--- src/rtl/audio_ser_pkg.sv ---
package audio_ser_pkg;

    // Channel carried by the current half-frame; the left half comes first.
    typedef enum logic {
        CH_LEFT  = 1'b0,
        CH_RIGHT = 1'b1
    } chan_e;

endpackage

--- src/rtl/ser_clk_div.sv ---
module ser_clk_div #(
    parameter int DIV_HALF  = 2,
    parameter int SLOT_BITS = 32
) (
    input  logic clk,
    input  logic rst_n,
    input  logic en,
    output logic bclk_int,
    output logic launch,
    output logic lr_next
);
    localparam int FRAME_BITS = 2 * SLOT_BITS;
    localparam int CNT_W      = $clog2(DIV_HALF + 1);
    localparam int POS_W      = $clog2(FRAME_BITS);

    typedef struct packed {
        logic [CNT_W-1:0] cnt;
        logic             bclk;
        logic [POS_W-1:0] pos;
    } div_t;

    // Internal clock idles high; the first toggle is a launch edge into bit 0.
    localparam div_t DIV_RST = '{cnt: '0, bclk: 1'b1, pos: POS_W'(FRAME_BITS - 1)};

    div_t div_d, div_q;
    logic [POS_W-1:0] pos_inc;

    always_comb begin
        div_d   = div_q;
        launch  = 1'b0;
        pos_inc = (div_q.pos == POS_W'(FRAME_BITS - 1)) ? '0 : div_q.pos + 1'b1;
        lr_next = (pos_inc >= POS_W'(SLOT_BITS));
        if (!en) begin
            div_d = DIV_RST;
        end else if (div_q.cnt == CNT_W'(DIV_HALF - 1)) begin
            div_d.cnt  = '0;
            div_d.bclk = ~div_q.bclk;
            if (div_q.bclk) begin
                launch    = 1'b1;
                div_d.pos = pos_inc;
            end
        end else begin
            div_d.cnt = div_q.cnt + 1'b1;
        end
    end

    always_ff @(posedge clk or negedge rst_n) begin
        if (!rst_n) div_q <= DIV_RST;
        else        div_q <= div_d;
    end

    assign bclk_int = div_q.bclk;

endmodule

--- src/rtl/ser_slave_sync.sv ---
module ser_slave_sync #(
    parameter int SYNC_STAGES = 2
) (
    input  logic clk,
    input  logic rst_n,
    input  logic en,
    input  logic ext_bclk,
    input  logic ext_lrck,
    input  logic bpol,
    input  logic lpol,
    output logic launch,
    output logic lr_next
);
    localparam int MSB = SYNC_STAGES - 1;

    typedef struct packed {
        logic [SYNC_STAGES-1:0] sb;
        logic [SYNC_STAGES-1:0] sl;
        logic                   prev_b;
    } sync_t;

    sync_t sy_d, sy_q;
    logic  cur_int;
    logic  prev_int;

    always_comb begin
        sy_d        = sy_q;
        sy_d.sb     = {sy_q.sb[MSB-1:0], ext_bclk};
        sy_d.sl     = {sy_q.sl[MSB-1:0], ext_lrck};
        sy_d.prev_b = sy_q.sb[MSB];
        // Normalise to the internal clock: launch is its falling edge.
        cur_int  = sy_q.sb[MSB] ^ bpol;
        prev_int = sy_q.prev_b ^ bpol;
        launch   = en && prev_int && !cur_int;
        // Internal channel: 0 = left, 1 = right.
        lr_next  = sy_q.sl[MSB] ~^ lpol;
    end

    always_ff @(posedge clk or negedge rst_n) begin
        if (!rst_n) sy_q <= '0;
        else        sy_q <= sy_d;
    end

endmodule

--- src/rtl/ser_sample_hold.sv ---
module ser_sample_hold #(
    parameter int SAMPLE_W = 24
) (
    input  logic                clk,
    input  logic                rst_n,
    input  logic                master,
    input  logic                s_valid,
    output logic                s_ready,
    input  logic [SAMPLE_W-1:0] s_left,
    input  logic [SAMPLE_W-1:0] s_right,
    input  logic                frame_start,
    output logic [SAMPLE_W-1:0] nxt_left,
    output logic [SAMPLE_W-1:0] nxt_right,
    output logic                slip
);
    typedef struct packed {
        logic                full;
        logic [SAMPLE_W-1:0] hold_l;
        logic [SAMPLE_W-1:0] hold_r;
        logic [SAMPLE_W-1:0] cur_l;
        logic [SAMPLE_W-1:0] cur_r;
        logic                primed;
        logic                slip;
    } hold_t;

    hold_t hd_d, hd_q;
    logic  accept;

    always_comb begin
        hd_d      = hd_q;
        hd_d.slip = 1'b0;
        s_ready   = master ? !hd_q.full : 1'b1;
        accept    = s_valid && s_ready;

        if (frame_start) begin
            if (hd_q.full) begin
                hd_d.cur_l  = hd_q.hold_l;
                hd_d.cur_r  = hd_q.hold_r;
                hd_d.primed = 1'b1;
            end else if (!master && hd_q.primed) begin
                hd_d.slip = 1'b1;     // repeat of the previous pair
            end
        end

        if (accept) begin
            hd_d.hold_l = s_left;
            hd_d.hold_r = s_right;
            hd_d.full   = 1'b1;
            if (hd_q.full && !frame_start && !master) begin
                hd_d.slip = 1'b1;     // waiting pair overwritten
            end
        end else if (frame_start) begin
            hd_d.full = 1'b0;
        end

        nxt_left  = (frame_start && hd_q.full) ? hd_q.hold_l : hd_q.cur_l;
        nxt_right = (frame_start && hd_q.full) ? hd_q.hold_r : hd_q.cur_r;
    end

    always_ff @(posedge clk or negedge rst_n) begin
        if (!rst_n) hd_q <= '0;
        else        hd_q <= hd_d;
    end

    assign slip = hd_q.slip;

endmodule

--- src/rtl/ser_shifter.sv ---
module ser_shifter
    import audio_ser_pkg::*;
#(
    parameter int SAMPLE_W  = 24,
    parameter int SLOT_BITS = 32
) (
    input  logic                clk,
    input  logic                rst_n,
    input  logic                launch,
    input  logic                lr_next,
    input  logic                rjust,
    input  logic                delay,
    input  logic [SAMPLE_W-1:0] nxt_left,
    input  logic [SAMPLE_W-1:0] nxt_right,
    output logic                frame_start,
    output logic                lr_out,
    output logic                sdata
);
    localparam int POS_W = $clog2(SLOT_BITS);
    localparam int IW    = $clog2(SAMPLE_W);
    localparam int PAD   = SLOT_BITS - SAMPLE_W;

    typedef struct packed {
        chan_e            lr;
        logic [POS_W-1:0] pos;
        logic             sdata;
    } shf_t;

    localparam shf_t SHF_RST = '{lr: CH_RIGHT, pos: POS_W'(SLOT_BITS - 1), sdata: 1'b0};

    shf_t sh_d, sh_q;
    logic new_half;

    // Kept outside the next-state block: the hold stage feeds back on it.
    assign new_half    = (chan_e'(lr_next) != sh_q.lr);
    assign frame_start = launch && new_half && (chan_e'(lr_next) == CH_LEFT);

    logic [POS_W-1:0]    pos_n;
    logic [POS_W-1:0]    offset;
    logic [SAMPLE_W-1:0] word;
    logic [IW-1:0]       sel;
    logic                bit_n;
    int                  idx;

    always_comb begin
        sh_d   = sh_q;
        pos_n  = new_half ? '0
               : (sh_q.pos == POS_W'(SLOT_BITS - 1)) ? sh_q.pos : sh_q.pos + 1'b1;
        word   = lr_next ? nxt_right : nxt_left;
        offset = rjust ? POS_W'(PAD) : POS_W'(delay);
        idx    = int'(pos_n) - int'(offset);
        sel    = '0;
        bit_n  = 1'b0;
        if (idx >= 0 && idx < SAMPLE_W) begin
            sel   = IW'(SAMPLE_W - 1 - idx);
            bit_n = word[sel];
        end
        if (launch) begin
            sh_d.lr    = chan_e'(lr_next);
            sh_d.pos   = pos_n;
            sh_d.sdata = bit_n;
        end
    end

    always_ff @(posedge clk or negedge rst_n) begin
        if (!rst_n) sh_q <= SHF_RST;
        else        sh_q <= sh_d;
    end

    assign lr_out = sh_q.lr;
    assign sdata  = sh_q.sdata;

endmodule

--- src/rtl/audio_ser_tx.sv ---
module audio_ser_tx #(
    parameter int SAMPLE_W    = 24,
    parameter int SLOT_BITS   = 32,
    parameter int DIV_HALF    = 2,
    parameter int SYNC_STAGES = 2
) (
    input  logic                clk,
    input  logic                rst_n,
    input  logic                cfg_master,
    input  logic                cfg_rjust,
    input  logic                cfg_delay,
    input  logic                cfg_bpol,
    input  logic                cfg_lpol,
    input  logic                s_valid,
    output logic                s_ready,
    input  logic [SAMPLE_W-1:0] s_left,
    input  logic [SAMPLE_W-1:0] s_right,
    input  logic                ext_bclk,
    input  logic                ext_lrck,
    output logic                bclk_o,
    output logic                lrck_o,
    output logic                sdata_o,
    output logic                slip_o
);
    logic m_bclk, m_launch, m_lr;
    logic x_launch, x_lr;
    logic launch, lr_next, rjust_eff;
    logic frame_start, lr_q;
    logic [SAMPLE_W-1:0] nxt_left, nxt_right;

    ser_clk_div #(.DIV_HALF(DIV_HALF), .SLOT_BITS(SLOT_BITS)) div_i (
        .clk(clk), .rst_n(rst_n), .en(cfg_master),
        .bclk_int(m_bclk), .launch(m_launch), .lr_next(m_lr)
    );

    ser_slave_sync #(.SYNC_STAGES(SYNC_STAGES)) sync_i (
        .clk(clk), .rst_n(rst_n), .en(!cfg_master),
        .ext_bclk(ext_bclk), .ext_lrck(ext_lrck),
        .bpol(cfg_bpol), .lpol(cfg_lpol),
        .launch(x_launch), .lr_next(x_lr)
    );

    assign launch    = cfg_master ? m_launch : x_launch;
    assign lr_next   = cfg_master ? m_lr : x_lr;
    assign rjust_eff = cfg_rjust && cfg_master;

    ser_sample_hold #(.SAMPLE_W(SAMPLE_W)) hold_i (
        .clk(clk), .rst_n(rst_n), .master(cfg_master),
        .s_valid(s_valid), .s_ready(s_ready),
        .s_left(s_left), .s_right(s_right),
        .frame_start(frame_start),
        .nxt_left(nxt_left), .nxt_right(nxt_right),
        .slip(slip_o)
    );

    ser_shifter #(.SAMPLE_W(SAMPLE_W), .SLOT_BITS(SLOT_BITS)) shf_i (
        .clk(clk), .rst_n(rst_n), .launch(launch), .lr_next(lr_next),
        .rjust(rjust_eff), .delay(cfg_delay),
        .nxt_left(nxt_left), .nxt_right(nxt_right),
        .frame_start(frame_start), .lr_out(lr_q), .sdata(sdata_o)
    );

    assign bclk_o = cfg_master && (m_bclk ^ cfg_bpol);
    assign lrck_o = cfg_master && (lr_q ~^ cfg_lpol);

endmodule

--- config.mk ---
export PLATFORM = sky130hd
export DESIGN_NAME = audio_ser_tx
export DESIGN_NICKNAME = d
export VERILOG_FILES = /design/src/rtl/audio_ser_pkg.sv /design/src/rtl/ser_clk_div.sv /design/src/rtl/ser_slave_sync.sv /design/src/rtl/ser_sample_hold.sv /design/src/rtl/ser_shifter.sv /design/src/rtl/audio_ser_tx.sv
export SDC_FILE = /design/constraint.sdc
export NUM_CORES = 1
export LEC_CHECK = 0
export BUFFER_PORTS_ARGS = -buffer_cell sky130_fd_sc_hd__buf_2
export CORE_ASPECT_RATIO = 1.5
export CORE_MARGIN = 8
export CORE_UTILIZATION = 62
export DETAILED_ROUTE_END_ITERATION = 12
export PLACE_DENSITY = 0.84
export SYNTH_ARGS = -nofsm -noshare
export SYNTH_HDL_FRONTEND = slang
export SYNTH_HIERARCHICAL = 1
export SYNTH_SLANG_ARGS = --single-unit
--- constraint.sdc ---
create_clock -name clk -period 10.2 [get_ports clk]
set_clock_uncertainty 0.2 [all_clocks]
set_input_delay 0.51 -clock clk [delete_from_list [all_inputs] [get_ports clk]]
set_output_delay 0.51 -clock clk [all_outputs]
set_load 0.01 [all_outputs]
Word level (Yosys, flattened, before mapping)

Cells that the tools add are included.

Word-level logic and storage cells: 84
Output and inout port bits: 5
Register bits: 120

$lt $le $gt $ge: 4
Reduce and logical (&&, ||, !) cells: 20
Bitwise logic cells: 7
Mux-type cells: 26
$add $sub $neg: 5
Equality and inequality tests: 6

Operators by type and width:

| kind                                                   | count |
|---|---|
| two-way mux 24 bit                                     | 3 |
| two-way mux 1 bit                                      | 14 |
| logical AND 1 bit                                      | 13 |
| two-way mux 6 bit                                      | 2 |
| two-way mux 5 bit                                      | 2 |
| two-way mux 9 bit                                      | 1 |
| two-way mux 7 bit                                      | 1 |
| adder 6 x 1 -> 6 bit (second input constant)           | 1 |
| equality test 6 bit (second input constant)            | 1 |
| >= comparator 6 x 1 -> 1 bit (second input constant)   | 1 |
| >= comparator 6 bit (second input constant)            | 1 |
| < comparator 5 x 6 -> 1 bit (second input constant)    | 1 |
| < comparator 6 bit (second input constant)             | 1 |
| subtractor 5 x 4 -> 6 bit                              | 1 |
| adder 5 x 1 -> 5 bit (second input constant)           | 1 |
| binary-select mux 1 bit (select 5 bit)                 | 1 |
| equality test 5 bit (second input constant)            | 1 |
| subtractor 5 bit (first input constant)                | 1 |
| zero test 1 bit                                        | 4 |
| two-way mux 4 bit                                      | 1 |
| inequality test 2 x 1 -> 1 bit (second input constant) | 2 |
| AND reduction 2 bit                                    | 2 |
| XOR 1 bit                                              | 3 |
| adder 2 x 1 -> 2 bit (second input constant)           | 1 |
| 6 further kinds                                        | 8 |

Logic depth before layout (Yosys ltp)

Word-level depth: 13
Mapped depth: 16
Gate-level depth less buffers: 14

By module

Netlist, hierarchy kept.

By module, submodules not included:

| module          | times used | cells an instance | area an instance (um2) |
|---|---|---|---|
| ser_sample_hold | 1          | 214               | 3,684.8 |
| ser_shifter     | 1          | 78                | 939.7 |
| ser_clk_div     | 1          | 47                | 460.4 |
| ser_slave_sync  | 1          | 9                 | 158.9 |
| audio_ser_tx    | 1          | 8                 | 58.8 |

Worst setup path after synthesis

No wires, ideal clock.

Path type: register to register
From: register div_i/div_q[0] in the netlist's numbering
To: register shf_i.sh_q (netlist bit shf_i/sdata)
Clock period less this slack: 4,039 ps
Library setup time: 131 ps
Buffers on the path: 3
Arrival time: 3,708 ps
Cell stages (with the launch flop): 16
Path slack: 6,161 ps
Path through: dfstp_2 -> ha_1 -> a21oi_1 -> o21ai_0 -> o21ai_0 -> mux2_2 -> buf_2 -> and3b_1 -> nand2_2 -> buf_6 -> buf_4 -> mux2_1 -> mux4_2 -> mux4_2 -> nor4b_1 -> nor4_1

Cells in the longest elaborated chain, start to end: 13
Elaborated cells between the ends (all ways): 22

Ends and longest elaborated chain:

| element                                                            | line                  | RTL |
|---|---|---|
| start: declaration                                                 | ser_clk_div.sv:25     | `div_t div_d, div_q;` |
| start signal: assignment                                           | ser_clk_div.sv:49     | `else div_q <= div_d;` |
| adder 6 x 1 -> 6 bit / equality test 6 bit (equally long branches) | ser_clk_div.sv:31     | `pos_inc = (div_q.pos == POS_W'(FRAME_BITS - 1)) ? '0 : div_q.pos + 1'b1;` |
| two-way mux 6 bit (*)                                              | ser_clk_div.sv:31     |  |
| >= comparator 6 bit (*)                                            | ser_clk_div.sv:32     | `lr_next = (pos_inc >= POS_W'(SLOT_BITS));` |
| named net m_lr                                                     | audio_ser_tx.sv:25    | `logic m_bclk, m_launch, m_lr;` |
| two-way mux 1 bit (*)                                              | audio_ser_tx.sv:44    | `assign lr_next = cfg_master ? m_lr : x_lr;` |
| named net lr_next                                                  | audio_ser_tx.sv:27    | `logic launch, lr_next, rjust_eff;` |
| inequality test 1 bit                                              | ser_shifter.sv:35     | `assign new_half = (chan_e'(lr_next) != sh_q.lr);` |
| logical AND 1 bit                                                  | ser_shifter.sv:36     | `assign frame_start = launch && new_half && (chan_e'(lr_next) == CH_LEFT);` |
| logical AND 1 bit (*)                                              | ser_shifter.sv:36     |  |
| named net frame_start                                              | audio_ser_tx.sv:28    | `logic frame_start, lr_q;` |
| logical AND 1 bit (*)                                              | ser_sample_hold.sv:57 | `nxt_right = (frame_start && hd_q.full) ? hd_q.hold_r : hd_q.cur_r;` |
| two-way mux 24 bit (*)                                             | ser_sample_hold.sv:57 |  |
| named net nxt_right[20]                                            | audio_ser_tx.sv:29    | `logic [SAMPLE_W-1:0] nxt_left, nxt_right;` |
| two-way mux 24 bit (*)                                             | ser_shifter.sv:49     | `word = lr_next ? nxt_right : nxt_left;` |
| binary-select mux 1 bit (select 5 bit) (*)                         | ser_shifter.sv:56     | `bit_n = word[sel];` |
| two-way mux 1 bit (implied by the code) (*)                        | ser_shifter.sv:56     |  |
| two-way mux 1 bit (*)                                              | ser_shifter.sv:54     | `if (idx >= 0 && idx < SAMPLE_W) begin` |
| end signal: assignment                                             | ser_shifter.sv:66     | `if (!rst_n) sh_q <= SHF_RST;` |
| end signal: assignment                                             | ser_shifter.sv:67     | `else sh_q <= sh_d;` |
| end: declaration                                                   | ser_shifter.sv:31     | `shf_t sh_d, sh_q;` |

The timed path passes the listed nets; every way through them passes the cells marked *. The select of a mux whose other input is x is not followed.
A chain may end at the register's enable or synchronous reset.

Final worst setup path

Ends and elaborated chain as after synthesis.

==> results.py <==
metrics = {
    "outcome": {
        "status": "finished clean",
    },
    "clock_tree": {
        "cts_tree": "built",
        "h-tree-depth": 4,
        "numCtsBuffers": 17,
        "cts-root-buf": "clkbuf_16",
        "clock_latency_ns": 0.41,
        "clock_sinks": 120,
        "clockBufferDepth": 2,
        "cts_setup_buffers": 0,
        "clk_transition_reported_paths_ns": 0.05,
    },
    "setup_path": {
        "critPathSlowestCell": "nand2_2",
        "crit_type": "reg -> reg",
        "crit_chain": "ha_1 -> a21oi_1 -> o21ai_0 -> o21ai_0 -> mux2_2 -> and3b_1 -> nand2_2 -> mux2_1 -> mux4_2 -> mux4_2 -> nor4b_1 -> nor4_1",
        "cp_max_fo": 49,
        "cp-end-kind": "flip-flop",
        "startpoint_type": "flip-flop",
        "worstPathArrival_ns": 4.90,
        "cp_slowest_stage_delay_ns": 0.64,
        "cp_top_family": "multiplexers",
        "worstPathRequired_ns": 10.28,
        "critPathBufInv": 0,
    },
    "floorplanning": {
        "coreArea_um2": 8362,
        "rows": 41,
        "die_x_um": 91.51,
        "initial_core_util": 0.6341,
        "die_h_um": 129.3,
        "boundaryPins": 63,
        "fp.dieArea_um2": 11830,
    },
    "layout": {
        "fin_cells": 548,
        "mostFrequentLayoutCells": "dfrtp_1 (107), mux2_2 (85), buf_2 (61), mux2_1 (18), clkbuf_16 (17)",
        "final_util": 0.7586,
        "final_common_cell": "dfrtp_1",
        "postLayoutCellArea_um2": 6344,
        "area_growth_pct": 19.63,
        "layout-drive-gt1-share": 0.4830,
        "antenna_cells": 0,
        "n_fill_cell": 501,
        "nets": 491,
    },
    "run": {
        "maxCapViolCount": 0,
    },
    "yosys": {
        "avgSynthCellArea_um2": 14.89,
        "yosysWarnings": 6,
        "synth_edf_count": 0,
        "ys_seq_elements": 120,
        "synth_adder_area_share": 0.01180,
        "yosysSeqAreaShare": 0.5694,
        "synth-compound-area-share": 0.03516,
        "synthArstFlopShare": 1.000,
        "synthFlopType": "dfrtp_1",
        "syn_nets": 419,
        "ys_types": 48,
        "synth_top_family_by_area": "multiplexers",
        "netlist_area_um2": 5303,
        "synth.area.top_cells": "dfrtp_1 (50%), mux2_2 (18%), dfstp_2 (6.4%), mux4_2 (5.1%), mux2_1 (3.8%)",
        "synthCells": 356,
        "synth.area.mux_share": 0.2879,
        "synth_top_area_frac": 0.5050,
        "yosys.area.top_type": "dfrtp_1",
        "yosys.area_share.simple": 0.05380,
        "synth_xor_area_frac": 0.02147,
    },
    "route": {
        "routed_wl_mm": 10.52,
        "avgRoutedWirePerCell_um": 19.20,
        "drt_first_pass_iters": 4,
        "drc": 0,
        "drt_iter0_drc": 173,
        "vias": 3160,
        "viasPerCell": 5.766,
        "drt.antenna.violating_nets": 0,
    },
    "placed_design": {
        "placed_cells": 513,
        "dpl_cell_area_um2": 5685,
        "place_ws_ns": 5.422,
        "place_hpwl_mm": 6.745,
        "gp_congestion": 0.8538,
        "portBuffers": 62,
    },
    "sta": {
        "hold_viol": 0,
        "fin_hold_ws_ns": 0.1238,
        "fin_crit_ns": 4.818,
        "min_period_over_period": 0.4723,
        "max_slew.worst_pin.slew_ns": 1.124,
        "setup_slack_ns": 5.382,
        "final_max_slew_viol_count": 0,
        "max_freq_ghz": 0.2076,
        "relSlewSlack": 0.2477,
        "rsz0062_at_grt": "false",
        "setup_violations": 0,
        "tns_ns": 0,
    },
    "global_routing": {
        "grt_pass1_wl_mm": 17.44,
        "grt_max_degree": 85,
        "grt_overflow": 0,
        "antenna_found_initial": 0,
        "grt_pass1_vias": 3558,
        "grtUsageTotal": 0.1916,
    },
    "power": {
        "peakVddDrop_mv": 0.1992,
        "p_total_mw": 1.839,
        "p_per_area_nw_per_um2": 289.9,
        "leakage_nw": 2.861,
    },
    "worst_hold_path": {
        "hp-class": "in -> reg",
    },
}
[timing repair]
item,4_1_cts,5_1_grt
hold endpoints to repair,36,1
hold buffers,2,1
resized for setup,0,0
[where the power goes]
part / total, mW / switching, mW / internal (mW)
Clock: 0.619 / 0.197 / 0.422
Sequential: 0.706 / 0.0699 / 0.636
Combinational: 0.514 / 0.230 / 0.285
Total: 1.84 / 0.497 / 1.34
[kinds of logic after synthesis]
kind of cell / count (synthesis)
compound gates: 28
mux: 123
simple gates: 50
xor+xnor: 10
buf+inv: 20
fa+ha+maj: 5
flops: 120
[state kept, by name (all words and copies together), names as in the netlist]
register        count
div_i/bclk_int      1
div_i/div_q         8
hold_i/hd_q        98
hold_i/slip         1
shf_i/lr_out        1
shf_i/sdata         1
shf_i/sh_q          5
sync_i/sy_d         3
sync_i/sy_q         2
[layer usage]
layer | track usage | share of wire
met5 | 0 | 0
met4 | 0.07067 | 0.012
met3 | 0.06713 | 0.048
met2 | 0.3305 | 0.54
met1 | 0.2132 | 0.40
[Yosys cell counts, types with 2 or more instances]
library cell	number
buf_6	2
dfstp_2	13
nor2b_1	4
a211oi_1	2
o21ai_0	7
o31ai_1	2
nand2_1	8
inv_1	6
nand3b_1	3
nand3_1	6
ha_1	5
and3b_1	2
and2_1	2
dfrtp_1	107
mux2_1	18
buf_2	9
mux2_2	85
xnor2_1	5
nor2_1	8
mux4_2	12
and3_1	2
xor2_1	3
nand2b_1	4
o211ai_1	2
a21oi_1	9
mux2i_1	7
buf_4	2
[final cells by class]
| class | instances | area, um2 | area share |
|---|---|---|---|
| Sequential cell | 120 | 3019 | 0.4759 |
| Multi-Input combinational cell | 216 | 2182 | 0.3440 |
| Clock buffer | 25 | 515.5 | 0.08126 |
| Timing Repair Buffer | 67 | 357.8 | 0.05641 |
| Tap cell | 107 | 133.9 | 0.02110 |
| Clock inverter | 7 | 112.6 | 0.01775 |
| Inverter | 6 | 22.52 | 0.003550 |
[final timing paths]
check,slack (ns),cells after the start,start,endpoint
max,5.38,12,div_i/div_q[0],shf_i/sdata
min,0.12,2,s_right[20],hold_i/hd_q[70]
max reg2reg,5.38,12,div_i/div_q[0],shf_i/sdata
min reg2reg,0.16,0,sync_i/sy_d[4],sync_i/sy_d[0]
max in group asynchronous,7.99,3,rst_n,hold_i/hd_q[78]
min in group asynchronous,0.40,2,rst_n,div_i/div_q[8]
[worst register-to-register path, stage by stage (launching register included)]
cell and delay (ns):
dfstp_2 0.57, ha_1 0.23, a21oi_1 0.07, o21ai_0 0.15, o21ai_0 0.11, mux2_2 0.45
and3b_1 0.35, nand2_2 0.64, mux2_1 0.62, mux4_2 0.46, mux4_2 0.47, nor4b_1 0.26
nor4_1 0.10
(Power assumes the default switching activity.)
